[src/rtl/evt_irq_pkg.sv]
package evt_irq_pkg;
  localparam int EVT_BANK_FIELD_W = 2;
  localparam int EVT_NUM_OUTS     = 3;

  typedef enum logic [1:0] {
    GRP_PEND   = 2'd0,
    GRP_MASK_A = 2'd1,
    GRP_MASK_B = 2'd2,
    GRP_MASK_C = 2'd3
  } reg_grp_e;
endpackage

[src/rtl/evt_decode.sv]
module evt_decode #(
  parameter int BITS  = 32,
  parameter int BANKS = 3,
  localparam int SEL_W = $clog2(BITS),
  localparam int NUM_W = SEL_W + evt_irq_pkg::EVT_BANK_FIELD_W
) (
  input  logic                        vld,
  input  logic [NUM_W-1:0]            num,
  output logic [BANKS-1:0][BITS-1:0]  hot
);
  localparam int BF_W = evt_irq_pkg::EVT_BANK_FIELD_W;

  logic [BF_W-1:0]  bank_f;
  logic [SEL_W-1:0] bit_f;

  assign bank_f = num[NUM_W-1:SEL_W];
  assign bit_f  = num[SEL_W-1:0];

  for (genvar b = 0; b < BANKS; b++) begin : g_bank
    assign hot[b] = (vld && bank_f == BF_W'(b)) ? (BITS'(1) << bit_f) : '0;
  end
endmodule

[src/rtl/evt_pend_bank.sv]
module evt_pend_bank #(
  parameter int              BITS = 32,
  parameter logic [BITS-1:0] LOCK = '0
) (
  input  logic            clk,
  input  logic            rst_n,
  input  logic [BITS-1:0] set_hot,
  input  logic [BITS-1:0] hw_clr_hot,
  input  logic            sw_clr_en,
  input  logic [BITS-1:0] sw_clr_bits,
  output logic [BITS-1:0] pend
);
  logic [BITS-1:0] sw_kill;
  logic [BITS-1:0] pend_nxt;

  always_comb begin
    sw_kill  = sw_clr_en ? (sw_clr_bits & ~LOCK) : '0;
    pend_nxt = (pend & ~hw_clr_hot & ~sw_kill) | set_hot;
  end

  always_ff @(posedge clk) begin
    if (!rst_n) pend <= '0;
    else        pend <= pend_nxt;
  end
endmodule

[src/rtl/evt_irq_reduce.sv]
module evt_irq_reduce #(
  parameter int BITS  = 32,
  parameter int BANKS = 3
) (
  input  logic [BANKS-1:0][BITS-1:0] pend,
  input  logic [BANKS-1:0][BITS-1:0] mask,
  output logic                       req
);
  always_comb begin
    req = 1'b0;
    for (int b = 0; b < BANKS; b++) req = req | (|(pend[b] & mask[b]));
  end
endmodule

[src/rtl/evt_irq_agg.sv]
module evt_irq_agg #(
  parameter int BITS      = 32,
  parameter int BANKS     = 3,
  parameter int PROT_BANK = 1,
  parameter int PROT_BIT  = 0,
  localparam int SEL_W  = $clog2(BITS),
  localparam int NUM_W  = SEL_W + evt_irq_pkg::EVT_BANK_FIELD_W,
  localparam int OUTS   = evt_irq_pkg::EVT_NUM_OUTS,
  localparam int BK_W   = evt_irq_pkg::EVT_BANK_FIELD_W,
  localparam int ADDR_W = 2 + BK_W
) (
  input  logic              clk,
  input  logic              rst_n,
  input  logic              evt_set_vld,
  input  logic [NUM_W-1:0]  evt_set_num,
  input  logic              evt_clr_vld,
  input  logic [NUM_W-1:0]  evt_clr_num,
  input  logic              reg_wr,
  input  logic [ADDR_W-1:0] reg_addr,
  input  logic [BITS-1:0]   reg_wdata,
  output logic [BITS-1:0]   reg_rdata,
  output logic [OUTS-1:0]   irq_req
);
  import evt_irq_pkg::*;

  logic [BANKS-1:0][BITS-1:0]            set_hot;
  logic [BANKS-1:0][BITS-1:0]            clr_hot;
  logic [BANKS-1:0][BITS-1:0]            pend_q;
  logic [OUTS-1:0][BANKS-1:0][BITS-1:0]  mask_q;

  reg_grp_e        grp;
  logic [BK_W-1:0] bk;

  assign grp = reg_grp_e'(reg_addr[ADDR_W-1:BK_W]);
  assign bk  = reg_addr[BK_W-1:0];

  evt_decode #(.BITS(BITS), .BANKS(BANKS)) u_set_dec (
    .vld(evt_set_vld), .num(evt_set_num), .hot(set_hot)
  );

  evt_decode #(.BITS(BITS), .BANKS(BANKS)) u_clr_dec (
    .vld(evt_clr_vld), .num(evt_clr_num), .hot(clr_hot)
  );

  for (genvar b = 0; b < BANKS; b++) begin : g_pend
    localparam logic [BITS-1:0] LOCK_B = (b == PROT_BANK) ? (BITS'(1) << PROT_BIT) : '0;
    logic wr_this;
    assign wr_this = reg_wr && grp == GRP_PEND && bk == BK_W'(b);

    evt_pend_bank #(.BITS(BITS), .LOCK(LOCK_B)) u_bank (
      .clk        (clk),
      .rst_n      (rst_n),
      .set_hot    (set_hot[b]),
      .hw_clr_hot (clr_hot[b]),
      .sw_clr_en  (wr_this),
      .sw_clr_bits(reg_wdata),
      .pend       (pend_q[b])
    );
  end

  for (genvar o = 0; o < OUTS; o++) begin : g_out
    for (genvar b = 0; b < BANKS; b++) begin : g_mbank
      always_ff @(posedge clk) begin
        if (!rst_n)
          mask_q[o][b] <= '0;
        else if (reg_wr && reg_addr[ADDR_W-1:BK_W] == 2'(o + 1) && bk == BK_W'(b))
          mask_q[o][b] <= reg_wdata;
      end
    end

    evt_irq_reduce #(.BITS(BITS), .BANKS(BANKS)) u_reduce (
      .pend(pend_q), .mask(mask_q[o]), .req(irq_req[o])
    );
  end

  always_comb begin
    reg_rdata = '0;
    for (int b = 0; b < BANKS; b++) begin
      if (bk == BK_W'(b)) begin
        case (grp)
          GRP_PEND:   reg_rdata = pend_q[b];
          GRP_MASK_A: reg_rdata = mask_q[0][b];
          GRP_MASK_B: reg_rdata = mask_q[1][b];
          GRP_MASK_C: reg_rdata = mask_q[2][b];
          default:    reg_rdata = '0;
        endcase
      end
    end
  end
endmodule

[config.mk]
export PLATFORM = sky130hd
export DESIGN_NAME = evt_irq_agg
export DESIGN_NICKNAME = d
export VERILOG_FILES = /design/src/rtl/evt_irq_pkg.sv /design/src/rtl/evt_decode.sv /design/src/rtl/evt_pend_bank.sv /design/src/rtl/evt_irq_reduce.sv /design/src/rtl/evt_irq_agg.sv
export SDC_FILE = /design/constraint.sdc
export NUM_CORES = 1
export LEC_CHECK = 0
export CORE_UTILIZATION = 47
export DETAILED_ROUTE_END_ITERATION = 10
export GPL_ROUTABILITY_DRIVEN = 0
export PLACE_DENSITY_LB_ADDON = 0.05
export SLEW_MARGIN = 15
export SYNTH_ARGS = -nofsm -noshare
export SYNTH_HDL_FRONTEND = slang
export SYNTH_SLANG_ARGS = --single-unit
[constraint.sdc]
create_clock -name clk -period 2.9 [get_ports clk]
set_input_delay 0.435 -clock clk [delete_from_list [all_inputs] [get_ports clk]]
set_output_delay 0.435 -clock clk [all_outputs]
set_load 0.01 [all_outputs]
==> summary.txt <==
Critical path
  • Critical path class: reg2out
  • WP data arrival: 2.61 ns
  • CP Launch Type: flip-flop
  • Slowest cell on the critical path: a22oi_1
  • Crit-path leading delay family: simple AND/OR/NAND/NOR gates
  • CP peak stage delay: 0.58 ns
  • CP Buf/Inv Count: 1
  • Critical path, cell by cell: a22oi_1 > nand4_1 > nor4_2 > nand3_2 > dlygate4sd2_1
  • CP Capture Type: output pin
  • WP data required: 2.47 ns
  • Crit Path Max Fanout: 5

Route
  • Total number of vias: 20500
  • Detailed Route WL: 102 mm
  • DRT antenna net count: 0
  • Drc violations: 0
  • Vias per inst: 7.05
  • Drt wl/cell: 35.0 microns
  • Starting DRC count in detailed routing: 4162
  • Detailed Routing Iterations Pass 1: 7

CTS
  • Num Clock Sinks: 384
  • CTS tree: done
  • Root buf cell: clkbuf_16
  • Setup bufs post-CTS: 0
  • CTS Buffer Depth: 3
  • Worst-skew pair later-pin latency: 0.59 ns
  • TritonCTS Buffers: 43
  • Reg clk slew, reported paths: 0.07 ns
  • Max H-tree Level: 2
  • Hold_buf cts: 0

STA
  • FMAX: 328 MHz
  • Hold slack: 0.225 ns
  • Worst rel slew slack: 38.8%
  • Final setup vio count: 3
  • RSZ-0062 raised after global routing: yes
  • Worst Skew: 0 ns
  • Fin crit period: 3.05 ns
  • Worst Setup Slack, final: -0.150 ns
  • Final Slew Violations: 0
  • Period Utilization, post-route: 105%
  • Final hold vios: 0
  • Slew @ Worst Pin: 0.915 ns

Global routing
  • Largest net degree at the start of global routing: 138
  • Vias in the first global route: 19000
  • Overall routing resource usage: 46.7%
  • First-pass GRT wire length: 143 mm
  • Initial antenna violation count: 2
  • Remaining Overflow, GRT: 0

Pwr
  • Sw Ratio: 25.4%
  • Leakage: 0.00759 uW
  • P_sw: 3180 uW
  • Pint: 9360 uW
  • Comb pwr share: 8.3%
  • Total Power: 12500 uW
  • PwrDens: 531 nW/um^2
  • Worst VDD drop: 0.423 mV
  • Clk network pwr share: 48.5%
  • Part of the power in registers: 43.2%

Finish
  • Most frequent cells in the layout: 624 x nand2_1, 376 x dfxtp_1, 262 x a21boi_0, 249 x a22oi_1, 112 x buf_4
  • Area occupied by multi-input gates: 11500 sq um
  • Layout Area Growth over Synthesis: 19.4%
  • Post-layout instance area: 23600 sq um
  • Sequential cell area: 7700 sq um
  • Fillers: 3619
  • Most common cell after layout, fill and taps aside: nand2_1
  • Share of layout cells above drive strength 1: 16.1%
  • Fin util: 57.3%
  • Layout Nets: 2396
  • Final Instance Count excl. Fillers: 2907

Outcome
  • Failing checks: negative setup slack
  • Status: finished, violations left

Yosys
  • Most common flop cell mapped by yosys: dfxtp_1
  • Yosys warning count: 0
  • Fraction of registers with async set/reset: 0%
  • Net count after synthesis: 2338
  • Post-synthesis sequential area ratio: 38.9%
  • EDFF count, synth: 0
  • Mean Syn Cell Area: 8.67 sq um
  • Post-Syn Instances: 2283
  • Synth unique cells: 35
  • Mapped cell area: 19800 sq um
  • Flops & latches, synth: 384

Floorplan
  • # IOs: 90
  • Starting density of the core: 48.0%
  • FP Rows: 74
  • Die ar.: 42900 sq um
  • Core Region: 41200 sq um
  • Die H: 207 microns
  • Die width: 207 microns

Place
  • Dpl hpwl: 70.0 mm
  • Number of port buffers: 89
  • Post-placement cell area: 21900 sq um
  • Post-Place Cells: 2828

Flow run
  • Max-Cap Viols: 0

Worst hold path
  • Hold Path Class: in2reg
[power groups by stage]
| stage | combinational (uW) | clock (uW) | sequential (uW) |
|---|---|---|---|
| after floorplan | 539 | 0 | 5480 |
| after global placement | 978 | 0 | 5530 |
| after detailed placement | 984 | 0 | 5530 |
| after CTS | 988 | 6070 | 5410 |
| after global routing | 1050 | 6270 | 5420 |
| final | 1040 | 6080 | 5420 |
[metal layers]
metal	global-route usage (%)	routed length, microns	vias up
met3	18.6	17300	480
met5	0.334	0	-
met4	30.9	8370	0
met2	63.6	39300	2010
li1	-	-	8284
met1	60.6	36700	9719
[cells in the mapped netlist, types with 22 or more instances]
cell type	instances	share of area, %
nor2b_1	94	3.0
a221oi_1	22	0.97
a21boi_0	262	9.9
nand2_1	624	12
mux2i_1	32	1.6
a22oi_1	264	10
nand4_1	26	0.82
mux4_2	96	11
clkbuf_1	161	3.1
nor2_1	73	1.4
buf_2	39	0.99
a21boi_1	30	1.1
o21ai_0	32	0.81
dfxtp_1	384	39
[flip-flops by register name, summed over array words and instances (netlist names)]
| register | flops |
|---|---|
| mask_q | 288 |
| g_pend.u_bank.pend | 96 |
[worst paths after layout]
check,depth (start not counted),startpoint,slack (ns),end
max reg2reg,3,g_pend[1].u_bank.pend[15],1.75,g_pend[1].u_bank.pend[15]
max,5,g_pend[0].u_bank.pend[26],-0.15,irq_req[1]
min reg2reg,2,mask_q[11],0.48,mask_q[11]
min,2,rst_n,0.22,g_pend[2].u_bank.pend[15]
[cell type report]
class	count	share of cell area (%)
Sequential cell	384	32.6
Multi-Input combinational cell	1687	48.9
Clock buffer	56	5.27
Timing Repair Buffer	222	9.12
Inverter	3	0.0477
Tap cell	532	2.82
Clock inverter	22	1.28
Antenna cell	1	0.0106
[metrics by stage]
| step | setup WS, ns | setup TNS [ns] |
|---|---|---|
| global route | -0.0438 | -0.0438 |
| detailed placement | -0.0207 | -0.0207 |
| finish | -0.150 | -0.228 |
| global placement | -0.0320 | -0.0320 |
| floorplan | 0.588 | 0 |
| CTS | -0.0163 | -0.0163 |
[what timing repair did]
item / 4_1_cts / 5_1_grt
endpoints found under the hold margin: 0 / 0
setup endpoints to repair: 7 / 17
pin swaps: 6 / 6
gates resized for setup: 41 / 24
[logic make-up after synthesis]
logic type | count (synthesis) | share of synthesized area, %
compound gates | 655 | 24.5
buf+inv | 212 | 4.36
flops | 384 | 38.9
mux | 128 | 12.5
simple gates | 904 | 19.8
Note: power is estimated with default switching activity, not from simulation.
